`config.mk`:
```
export PLATFORM = sky130hd
export DESIGN_NAME = sd_dat_rx
export DESIGN_NICKNAME = d
export VERILOG_FILES = /design/src/rtl/sd_rx_pkg.sv /design/src/rtl/sd_crc16_lane.sv /design/src/rtl/sd_lane_merge.sv /design/src/rtl/sd_tok_rx.sv /design/src/rtl/sd_dat_rx.sv
export SDC_FILE = /design/constraint.sdc
export NUM_CORES = 1
export LEC_CHECK = 0
export BUFFER_PORTS_ARGS = -buffer_cell sky130_fd_sc_hd__buf_2
export CAP_MARGIN = 40
export CORE_AREA = 3 3 139 141
export DETAILED_ROUTE_END_ITERATION = 10
export DIE_AREA = 0 0 142 144
export HOLD_SLACK_MARGIN = 0.12
export PLACE_DENSITY = 0.66
export SLEW_MARGIN = 40
export SYNTH_ARGS = -nofsm -noshare
export SYNTH_HDL_FRONTEND = slang
export SYNTH_HIERARCHICAL = 1
export SYNTH_SLANG_ARGS = --single-unit
```
`constraint.sdc`:
```
create_clock -name clk_i -period 4.4 [get_ports clk_i]
set_clock_uncertainty 0.05 [all_clocks]
set_input_delay 0.22 -clock clk_i [delete_from_list [all_inputs] [get_ports clk_i]]
set_output_delay 0.22 -clock clk_i [all_outputs]
set_load 0.005 [all_outputs]
```
`src/rtl/sd_rx_pkg.sv`:
```
package sd_rx_pkg;
  localparam int unsigned LANES    = 4;
  localparam int unsigned CRC_W    = 16;
  localparam logic [15:0] CRC_POLY = 16'h1021;

  typedef enum logic [1:0] {
    ST_IDLE,
    ST_DATA,
    ST_CRC,
    ST_END
  } rx_state_e;

  typedef enum logic [1:0] {
    TK_IDLE,
    TK_WAIT,
    TK_BITS,
    TK_END
  } tok_state_e;
endpackage

```
`src/rtl/sd_crc16_lane.sv`:
```
module sd_crc16_lane
  import sd_rx_pkg::*;
(
  input  logic clk_i,
  input  logic rst_ni,
  input  logic clr_i,
  input  logic en_i,
  input  logic shift_i,
  input  logic bit_i,
  output logic match_o
);
  logic [CRC_W-1:0] calc_q, rx_q, calc_nxt;
  logic fb;

  always_comb begin
    fb       = bit_i ^ calc_q[CRC_W-1];
    calc_nxt = {calc_q[CRC_W-2:0], 1'b0} ^ (fb ? CRC_POLY : '0);
  end

  always_ff @(posedge clk_i or negedge rst_ni) begin
    if (!rst_ni) begin
      calc_q <= '0;
      rx_q   <= '0;
    end else if (clr_i) begin
      calc_q <= '0;
      rx_q   <= '0;
    end else if (en_i) begin
      calc_q <= calc_nxt;
    end else if (shift_i) begin
      rx_q <= {rx_q[CRC_W-2:0], bit_i};
    end
  end

  assign match_o = (calc_q == rx_q);

  AST_CRC_PHASE_EXCL: assert property (@(posedge clk_i) disable iff (!rst_ni)
    !(en_i && shift_i));
  AST_CRC_CLR_EXCL: assert property (@(posedge clk_i) disable iff (!rst_ni)
    clr_i |-> !en_i && !shift_i);
endmodule

```
`src/rtl/sd_lane_merge.sv`:
```
module sd_lane_merge
  import sd_rx_pkg::*;
(
  input  logic             clk_i,
  input  logic             rst_ni,
  input  logic             clr_i,
  input  logic             en_i,
  input  logic             wide_i,
  input  logic [LANES-1:0] dat_i,
  output logic [7:0]       byte_o,
  output logic             byte_valid_o
);
  logic [7:0] sh_q, sh_nxt;
  logic [2:0] cnt_q;
  logic       last;

  always_comb begin
    sh_nxt = wide_i ? {sh_q[3:0], dat_i} : {sh_q[6:0], dat_i[0]};
    last   = wide_i ? cnt_q[0] : (cnt_q == 3'd7);
  end

  always_ff @(posedge clk_i or negedge rst_ni) begin
    if (!rst_ni) begin
      sh_q         <= '0;
      cnt_q        <= '0;
      byte_o       <= '0;
      byte_valid_o <= 1'b0;
    end else begin
      byte_valid_o <= 1'b0;
      if (clr_i) begin
        cnt_q <= '0;
      end else if (en_i) begin
        sh_q  <= sh_nxt;
        cnt_q <= last ? 3'd0 : cnt_q + 3'd1;
        if (last) begin
          byte_o       <= sh_nxt;
          byte_valid_o <= 1'b1;
        end
      end
    end
  end

  AST_BYTE_PULSE: assert property (@(posedge clk_i) disable iff (!rst_ni)
    byte_valid_o |=> !byte_valid_o);
endmodule

```
`src/rtl/sd_tok_rx.sv`:
```
module sd_tok_rx
  import sd_rx_pkg::*;
(
  input  logic clk_i,
  input  logic rst_ni,
  input  logic arm_i,
  input  logic dat0_i,
  output logic busy_o,
  output logic tok_valid_o,
  output logic tok_accept_o,
  output logic tok_crc_err_o,
  output logic tok_err_o
);
  tok_state_e  state_q;
  logic [2:0]  sh_q;
  logic [1:0]  cnt_q;

  always_ff @(posedge clk_i or negedge rst_ni) begin
    if (!rst_ni) begin
      state_q       <= TK_IDLE;
      sh_q          <= '0;
      cnt_q         <= '0;
      tok_valid_o   <= 1'b0;
      tok_accept_o  <= 1'b0;
      tok_crc_err_o <= 1'b0;
      tok_err_o     <= 1'b0;
    end else begin
      tok_valid_o   <= 1'b0;
      tok_accept_o  <= 1'b0;
      tok_crc_err_o <= 1'b0;
      tok_err_o     <= 1'b0;
      unique case (state_q)
        TK_IDLE: if (arm_i) state_q <= TK_WAIT;
        TK_WAIT: if (!dat0_i) begin
          state_q <= TK_BITS;
          cnt_q   <= 2'd3;
        end
        TK_BITS: begin
          sh_q  <= {sh_q[1:0], dat0_i};
          cnt_q <= cnt_q - 2'd1;
          if (cnt_q == 2'd1) state_q <= TK_END;
        end
        TK_END: begin
          state_q       <= TK_IDLE;
          tok_valid_o   <= 1'b1;
          tok_accept_o  <= dat0_i && (sh_q == 3'b010);
          tok_crc_err_o <= dat0_i && (sh_q == 3'b101);
          tok_err_o     <= !dat0_i || !((sh_q == 3'b010) || (sh_q == 3'b101));
        end
        default: state_q <= TK_IDLE;
      endcase
    end
  end

  assign busy_o = (state_q != TK_IDLE);

  AST_TOK_ONE_FLAG: assert property (@(posedge clk_i) disable iff (!rst_ni)
    tok_valid_o |-> $onehot({tok_accept_o, tok_crc_err_o, tok_err_o}));
  AST_TOK_AFTER_END: assert property (@(posedge clk_i) disable iff (!rst_ni)
    tok_valid_o |-> $past(state_q == TK_END));
endmodule

```
`src/rtl/sd_dat_rx.sv`:
```
module sd_dat_rx
  import sd_rx_pkg::*;
#(
  parameter int unsigned MAX_BYTES = 512,
  localparam int unsigned LEN_W    = $clog2(MAX_BYTES + 1),
  localparam int unsigned CNT_W    = $clog2(MAX_BYTES * 8 + 1)
) (
  input  logic             clk_i,
  input  logic             rst_ni,
  input  logic [3:0]       dat_i,
  input  logic             data_exp_i,
  input  logic             wide_i,
  input  logic             write_i,
  input  logic [LEN_W-1:0] blk_len_i,
  output logic [7:0]       byte_o,
  output logic             byte_valid_o,
  output logic             done_o,
  output logic             crc_ok_o,
  output logic             end_ok_o,
  output logic             tok_valid_o,
  output logic             tok_accept_o,
  output logic             tok_crc_err_o,
  output logic             tok_err_o
);
  rx_state_e        state_q;
  logic [CNT_W-1:0] cnt_q, len_bits;
  logic [LANES-1:0] mask_q, mask_in, lane_match;
  logic             wide_q, wr_q, start_hit, tok_busy;

  assign mask_in  = wide_i ? {LANES{1'b1}} : LANES'(1);
  assign len_bits = wide_i ? (CNT_W'(blk_len_i) << 1) : (CNT_W'(blk_len_i) << 3);
  assign start_hit = (state_q == ST_IDLE) && !tok_busy && data_exp_i
                     && ((dat_i & mask_in) == '0);

  always_ff @(posedge clk_i or negedge rst_ni) begin
    if (!rst_ni) begin
      state_q  <= ST_IDLE;
      cnt_q    <= '0;
      mask_q   <= '0;
      wide_q   <= 1'b0;
      wr_q     <= 1'b0;
      done_o   <= 1'b0;
      crc_ok_o <= 1'b0;
      end_ok_o <= 1'b0;
    end else begin
      done_o <= 1'b0;
      unique case (state_q)
        ST_IDLE: if (start_hit) begin
          mask_q <= mask_in;
          wide_q <= wide_i;
          wr_q   <= write_i;
          if (len_bits == '0) begin
            state_q <= ST_CRC;
            cnt_q   <= CNT_W'(CRC_W);
          end else begin
            state_q <= ST_DATA;
            cnt_q   <= len_bits;
          end
        end
        ST_DATA: begin
          cnt_q <= cnt_q - 1'b1;
          if (cnt_q == CNT_W'(1)) begin
            state_q <= ST_CRC;
            cnt_q   <= CNT_W'(CRC_W);
          end
        end
        ST_CRC: begin
          cnt_q <= cnt_q - 1'b1;
          if (cnt_q == CNT_W'(1)) state_q <= ST_END;
        end
        ST_END: begin
          state_q  <= ST_IDLE;
          done_o   <= 1'b1;
          crc_ok_o <= &(lane_match | ~mask_q);
          end_ok_o <= &(dat_i | ~mask_q);
        end
        default: state_q <= ST_IDLE;
      endcase
    end
  end

  for (genvar g = 0; g < LANES; g++) begin : g_lane
    sd_crc16_lane i_crc (
      .clk_i   (clk_i),
      .rst_ni  (rst_ni),
      .clr_i   (start_hit),
      .en_i    (state_q == ST_DATA),
      .shift_i (state_q == ST_CRC),
      .bit_i   (dat_i[g]),
      .match_o (lane_match[g])
    );
  end

  sd_lane_merge i_merge (
    .clk_i        (clk_i),
    .rst_ni       (rst_ni),
    .clr_i        (start_hit),
    .en_i         (state_q == ST_DATA),
    .wide_i       (wide_q),
    .dat_i        (dat_i),
    .byte_o       (byte_o),
    .byte_valid_o (byte_valid_o)
  );

  sd_tok_rx i_tok (
    .clk_i         (clk_i),
    .rst_ni        (rst_ni),
    .arm_i         ((state_q == ST_END) && wr_q),
    .dat0_i        (dat_i[0]),
    .busy_o        (tok_busy),
    .tok_valid_o   (tok_valid_o),
    .tok_accept_o  (tok_accept_o),
    .tok_crc_err_o (tok_crc_err_o),
    .tok_err_o     (tok_err_o)
  );

  AST_BYTE_IN_DATA: assert property (@(posedge clk_i) disable iff (!rst_ni)
    byte_valid_o |-> $past(state_q == ST_DATA));
  AST_DONE_AFTER_END: assert property (@(posedge clk_i) disable iff (!rst_ni)
    done_o |-> $past(state_q == ST_END));
  AST_DONE_PULSE: assert property (@(posedge clk_i) disable iff (!rst_ni)
    done_o |=> !done_o);
  AST_NO_UNEXPECTED_START: assert property (@(posedge clk_i) disable iff (!rst_ni)
    (state_q == ST_IDLE && !data_exp_i) |=> state_q == ST_IDLE);
  AST_NO_TOK_ON_READ: assert property (@(posedge clk_i) disable iff (!rst_ni)
    (state_q == ST_END && !wr_q) |=> !tok_busy);
endmodule

```
==> impl_metrics.env, run 1 <==
export IMPL_outcome="completed"
export IMPL_dieHeight_um=144
export IMPL_viasPerCell=5.50
export IMPL_rsz0062_at_grt="false"
export IMPL_synth_top_area_cell="dfrtp_1"
export IMPL_dieArea_sq_mm=0.0204
export IMPL_cts_buffers=17
export IMPL_n_antenna_cell=0
export IMPL_hold_buffers=10
export IMPL_clockRootBuffer="clkbuf_16"
export IMPL_synth_seq_area_share_pct=49.3
export IMPL_fin_crit_ps=2600
export IMPL_vias=6188
export IMPL_finalSetupViolations=0
export IMPL_initial_core_util_pct=50.3
export IMPL_critical_path_required_ps=4670
export IMPL_ir_drop_v=0.000382
export IMPL_gr_total_overflow=0
export IMPL_synthTopCellsByArea="dfrtp_1 (49%), mux2i_1 (6.9%), xnor2_1 (6.9%), nand2_1 (5.5%), a21oi_1 (3.4%)"
export IMPL_timing_worst_setup_path_type="register to register"
export IMPL_clockBufferDepth=2
export IMPL_cpPeakStageDelay_ps=590
export IMPL_pwr_share_comb_pct=40.3
export IMPL_synth_top_area_share_pct=49.3
export IMPL_ctsResizeCount=0
export IMPL_rows=49
export IMPL_syn_cell_area_sq_mm=0.00909
export IMPL_fmax_ghz=0.385
export IMPL_p_sw_share_pct=38.3
export IMPL_fin_nets=918
export IMPL_worst_setup_path_end_kind="register"
export IMPL_fin_setup_tns_ps=0
export IMPL_critPathArrivalTime_ps=2860
export IMPL_seq_power_share_pct=38.9
export IMPL_cap_violations=0
export IMPL_power_total_w=0.00784
export IMPL_syn2layout_area_growth_pct=10.6
export IMPL_switchingPower_w=0.00300
export IMPL_final_layout_size_suffix_gt1_share_pct=15.6
export IMPL_route_detailed_drc=0
export IMPL_grt_use_total_pct=18.8
export IMPL_drt_wl_total_um=18200
export IMPL_p_int_w=0.00484
export IMPL_cts_tree="yes"
export IMPL_core_area_sq_mm=0.0181
export IMPL_syn_inst=864
export IMPL_slew_limit_headroom_pct=50.4
export IMPL_path_clk_slew_ps=70
export IMPL_synth_edff_count=0
export IMPL_firstDrtPassIters=5
export IMPL_grt_pass1_wl_um=30900
export IMPL_async_reset_ff_share_pct=100
export IMPL_die_w_um=142
export IMPL_clk_latency_ps=430
export IMPL_syn_avg_cell_area_sq_um=10.5
export IMPL_first_global_vias=6075
export IMPL_yosysWarnings=6
export IMPL_synthMostInstantiatedCell="dfrtp_1"
export IMPL_p_leak_nw=4.21
export IMPL_ys_flop_type="dfrtp_1"
export IMPL_crit_fanout=67
export IMPL_ant_nets=0
export IMPL_nFillCells=1526
export IMPL_htreeDepth=4
export IMPL_netlist_top_cells_count="dfrtp_1 (179), nand2_1 (132), xnor2_1 (72), nor2_1 (65), mux2i_1 (63)"
export IMPL_synth_cell_type_count=68
export IMPL_synth_nets=898
export IMPL_num_io_pins=35
export IMPL_yosys_register_bits=179
export IMPL_io_buffers=34
export IMPL_antenna_found_initial=0
export IMPL_hp_class="input port to register"
export IMPL_worstPathCellList="inv_1 -> ha_1 -> nand4bb_4 -> a21o_1 -> inv_4 -> buf_4 -> mux2_2"
export IMPL_grt_max_degree=117
export IMPL_power_density_mw_per_mm2=780
export IMPL_first_iter_violations=406
export IMPL_post_cts_buffers=0
export IMPL_clock_sinks=179
export IMPL_hold_violations=0
export IMPL_dpl_hpwl_um=11800
export IMPL_start_kind="register"
export IMPL_crit_path_top_delay_cell="buf_4"
export IMPL_drt_wirelength_per_cell_um=16.2
export IMPL_drv_slew=0
export IMPL_worst_pin_slew_ps=744
export IMPL_place_gp_congestion=0.787
export IMPL_fin_crit_sh_pct=59.0
export IMPL_power_frac_clock_pct=20.8
-- layout by cell type (no fill, tap or decap), types with 6 or more instances in the layout --
cell type,netlist,final
a32oi_1,8,8
a21oi_1,62,62
nand2_2,10,10
nand4_1,19,19
inv_1,18,17
nand2_1,132,132
nand2b_1,12,11
nor2b_1,11,8
nor4_1,8,7
dlygate4sd3_1,0,10
a21oi_2,10,10
nand3_1,8,8
xnor2_1,72,72
mux2_4,6,6
o21ai_0,8,8
mux2i_1,63,63
nor3b_1,7,7
mux2_2,16,16
dfrtp_1,179,179
buf_4,10,7
nor2_1,65,65
a31oi_1,7,7
clkbuf_16,0,18
a31o_1,6,6
buf_2,11,33
ha_1,15,14
-- final timing paths --
check / from / to / slack, ps / depth (start not counted)
max: state_q[0] / wr_q / 1800 / 7
min: dat_i[0] / g_lane[0].i_crc/rx_q[0] / 140 / 3
max reg2reg: state_q[0] / wr_q / 1800 / 7
min reg2reg: i_merge/sh_q[4] / i_merge/sh_q[4] / 430 / 2
max in group asynchronous: rst_ni / g_lane[2].i_crc/rx_q[5] / 3090 / 3
min in group asynchronous: rst_ni / g_lane[1].i_crc/calc_q[8] / 330 / 2
-- routing by layer --
metal  GRT usage (%)  wire length, um  up-vias
li1                -                -     3018
met1            26.8             8960     3062
met2            29.5             8530       87
met3            4.17              541       21
met4            4.55              208        0
met5               0                0        -
-- critical path: cells and delay by family, from the launching register on --
| kind | cells | cell delay, ps |
|---|---|---|
| AOI/OAI and AO/OA | 1 | 260 |
| adders and majority gates | 1 | 340 |
| DFF | 1 | 450 |
| buffers and inverters | 3 | 780 |
| and+or+nand+nor | 1 | 180 |
| muxes | 1 | 410 |
-- layout make-up --
class | instances | area [sq um] | area share, %
repair buffers | 52 | 363 | 3.61
multi-input cells | 614 | 4210 | 41.9
well taps | 229 | 287 | 2.85
flip-flops and latches | 179 | 4480 | 44.5
clock inverters | 14 | 200 | 1.99
inverters | 20 | 80.1 | 0.796
clock buffers | 18 | 439 | 4.37
-- cells by family (layout without fill, tap and decap cells) --
logic type | Yosys count | count (layout) | share of synthesized area [%]
muxes | 86 | 86 | 10.2
DFF | 179 | 179 | 49.3
AOI/OAI and AO/OA | 141 | 141 | 10.4
and+or+nand+nor | 296 | 296 | 15.7
adders and majority gates | 15 | 15 | 2.06
xor gates and xnor gates | 76 | 76 | 7.65
buffers and inverters | 71 | 104 | 4.73
-- stage by stage --
step           instance area (sq um)  setup WS [ps]  hold WS, ps  cells  utilization, %
6_report                       10100           1800          136   1126            55.6
4_1_cts                        10000           1800          124   1126            55.6
3_3_place_gp                    9270           1710          375   1083            51.3
5_1_grt                        10100           1620          126   1126            55.6
3_5_place_dp                    9310           1820          205   1084            51.5
2_1_floorplan                   9090           2210         -126    864               -
-- sequential cells by signal, indices dropped and copies added (netlist names), 2 cells and up --
name / flops
i_merge/byte_o: 8
state_q: 2
cnt_q: 13
g_lane.i_crc/rx_q: 64
mask_q: 2
i_merge/cnt_q: 3
i_tok/sh_q: 3
i_merge/sh_q: 7
i_tok/state_q: 2
i_tok/cnt_q: 2
g_lane.i_crc/calc_q: 64
-- power groups by stage --
stage	logic, W	clock network [W]	registers, W
2_1_floorplan	0.00272	0	0.00289
3_3_place_gp	0.00308	0	0.00305
3_5_place_dp	0.00316	0	0.00306
4_1_cts	0.00319	0.00167	0.00304
5_1_grt	0.00354	0.00173	0.00316
6_report	0.00316	0.00163	0.00305
Note: power is estimated with default switching activity, not from simulation.
==> run 2: changes to the inputs <==
==> constraint.sdc (replaced) <==
create_clock -name clk_i -period 2.52 [get_ports clk_i]
set_clock_uncertainty 0.05 [all_clocks]
set_input_delay 0.126 -clock clk_i [delete_from_list [all_inputs] [get_ports clk_i]]
set_output_delay 0.126 -clock clk_i [all_outputs]
set_load 0.005 [all_outputs]
==> run 2 against run 1 <==
Register-to-register slack got worse by 1700 ps; highest routed layer unchanged; first-iteration DRC count decreased by 3.0%; flip-flop and latch count is the same; non-clock buffer count rose by 28; fmax rose by 8.7%; sequential share of layout area fell by 0.96 points; clock-buffer cell count stayed put; sequential power up 74%; critical path depth unchanged; die area stayed put; cell area increased by 2.2%; cell count grew 2.5%.
==> impl_metrics.env, run 2 (synthesis gave the netlist of run 1 again) <==
export IMPL_io_buffers=34
export IMPL_power_frac_clock_pct=20.4
export IMPL_grt_pass1_wl_um=32100
export IMPL_final_cell_mix="dfrtp_1 (179), nand2_1 (132), xnor2_1 (72)"
export IMPL_seq_power_share_pct=38.4
export IMPL_crit_path_top_delay_cell="or4b_1"
export IMPL_core_area_sq_mm=0.0181
export IMPL_worstPathCellList="inv_1 -> ha_1 -> buf_4 -> o311a_2 -> a211o_1 -> or4b_1 -> o311ai_1"
export IMPL_p_int_w=0.00851
export IMPL_first_iter_violations=394
export IMPL_grt_max_degree=76
export IMPL_fin_nets=946
export IMPL_clock_sinks=179
export IMPL_dieArea_sq_mm=0.0204
export IMPL_power_density_mw_per_mm2=1350
export IMPL_dpl_hpwl_um=12600
export IMPL_rsz0062_at_grt="false"
export IMPL_viasPerCell=5.46
export IMPL_clockBufferDepth=2
export IMPL_vias=6296
export IMPL_place_gp_congestion=0.800
export IMPL_drv_slew=0
export IMPL_ant_nets=0
export IMPL_fin_crit_ps=2390
export IMPL_grt_use_total_pct=19.5
export IMPL_start_kind="register"
export IMPL_finalSetupViolations=0
export IMPL_nFillCells=1544
export IMPL_critPathArrivalTime_ps=2670
export IMPL_p_sw_share_pct=38.5
export IMPL_final_util_pct=56.8
export IMPL_path_clk_slew_ps=70
export IMPL_whs_ps=141
export IMPL_p_leak_nw=4.32
export IMPL_layout_commonest_cell="dfrtp_1"
export IMPL_firstDrtPassIters=5
export IMPL_cpPeakStageDelay_ps=540
export IMPL_cts_buffers=17
export IMPL_dieHeight_um=144
export IMPL_power_total_w=0.0138
export IMPL_multi_input_area_sq_mm=0.00420
export IMPL_drt_wl_total_um=18900
export IMPL_n_antenna_cell=0
export IMPL_initial_core_util_pct=50.3
export IMPL_fmax_ghz=0.419
export IMPL_outcome="completed"
export IMPL_die_w_um=142
export IMPL_clockRootBuffer="clkbuf_16"
export IMPL_cap_violations=0
export IMPL_ctsResizeCount=0
export IMPL_worst_setup_path_end_kind="register"
export IMPL_route_detailed_drc=0
export IMPL_fin_area_sq_mm=0.0103
export IMPL_clk_latency_ps=430
export IMPL_hp_class="input port to register"
export IMPL_cts_tree="yes"
export IMPL_htreeDepth=4
export IMPL_worst_pin_slew_ps=684
export IMPL_antenna_found_initial=0
export IMPL_critical_path_required_ps=2800
export IMPL_num_io_pins=35
export IMPL_rows=49
export IMPL_top_regs="g_lane.i_crc/calc_q: 64 flops, g_lane.i_crc/rx_q: 64 flops, cnt_q: 13 flops"
export IMPL_switchingPower_w=0.00533
export IMPL_drt_wirelength_per_cell_um=16.4
export IMPL_ir_drop_v=0.000606
export IMPL_first_global_vias=6179
export IMPL_gr_total_overflow=0
export IMPL_slew_limit_headroom_pct=54.2
export IMPL_ff_latch_area_sq_mm=0.00448
export IMPL_hold_violations=0
export IMPL_pwr_share_comb_pct=41.1
export IMPL_fin_setup_tns_ps=0
export IMPL_syn2layout_area_growth_pct=13.1
export IMPL_fin_crit_sh_pct=94.8
export IMPL_post_dp_cell_area_sq_mm=0.00948
export IMPL_timing_worst_setup_path_type="register to register"
export IMPL_crit_fanout=16
export IMPL_final_layout_size_suffix_gt1_share_pct=17.2
==> run 2: power groups by stage <==
stage,Sequential (W),Combinational [W],Clock [W]
2_1_floorplan,0.00505,0.00474,0
3_3_place_gp,0.00534,0.00557,0
3_5_place_dp,0.00535,0.00570,0
4_1_cts,0.00532,0.00574,0.00288
5_1_grt,0.00550,0.00638,0.00302
6_report,0.00532,0.00569,0.00282
==> run 2: what timing repair did <==
action                                 4_1_cts  5_1_grt
buffers inserted                             0        0
endpoints found under the hold margin       86        0
hold buffers                                17        0
==> run 2: worst paths after layout <==
check / startpoint / end / slack [ps] / cells past startpoint
setup / recovery: state_q[0] / cnt_q[11] / 130 / 7
hold / removal: blk_len_i[4] / cnt_q[5] / 140 / 4
setup reg to reg: state_q[0] / cnt_q[11] / 130 / 7
hold reg to reg: i_merge/sh_q[5] / i_merge/sh_q[5] / 430 / 2
max in group asynchronous: rst_ni / i_merge/sh_q[6] / 1430 / 3
min in group asynchronous: rst_ni / g_lane[1].i_crc/rx_q[12] / 240 / 2
==> run 2: cell type report <==
type / count / share of cell area, %
clock buffer: 18 / 4.27
clock inverter: 14 / 1.84
inverter: 20 / 0.779
multi-input combinational: 614 / 40.9
sequential: 179 / 43.6
tap: 229 / 2.79
timing repair buffer: 80 / 5.88
==> run 2: stage by stage <==
stage	cells	setup slack (ps)
floorplan	864	329
global placement	1105	201
detailed placement	1105	169
CTS	1154	154
global route	1154	32.5
finish	1154	131
==> run 2: per-layer routing <==
layer  global-route usage [%]  wire length (um)  vias to the layer above
met5                        0                 0                        -
met4                     5.76               267                        0
met3                     3.67               654                       25
met2                     30.0              8710                      115
met1                     28.3              9280                     3091
li1                         -                 -                     3065
==> run 2: worst max-delay path, delay by kind of cell, from the launching register on <==
kind	cells	cell delay (ps)
AO/OA/AOI/OAI	3	710
AND/OR/NAND/NOR	1	540
flip-flops	1	470
buffers and inverters	2	270
adder cells (fa/ha/maj)	1	250
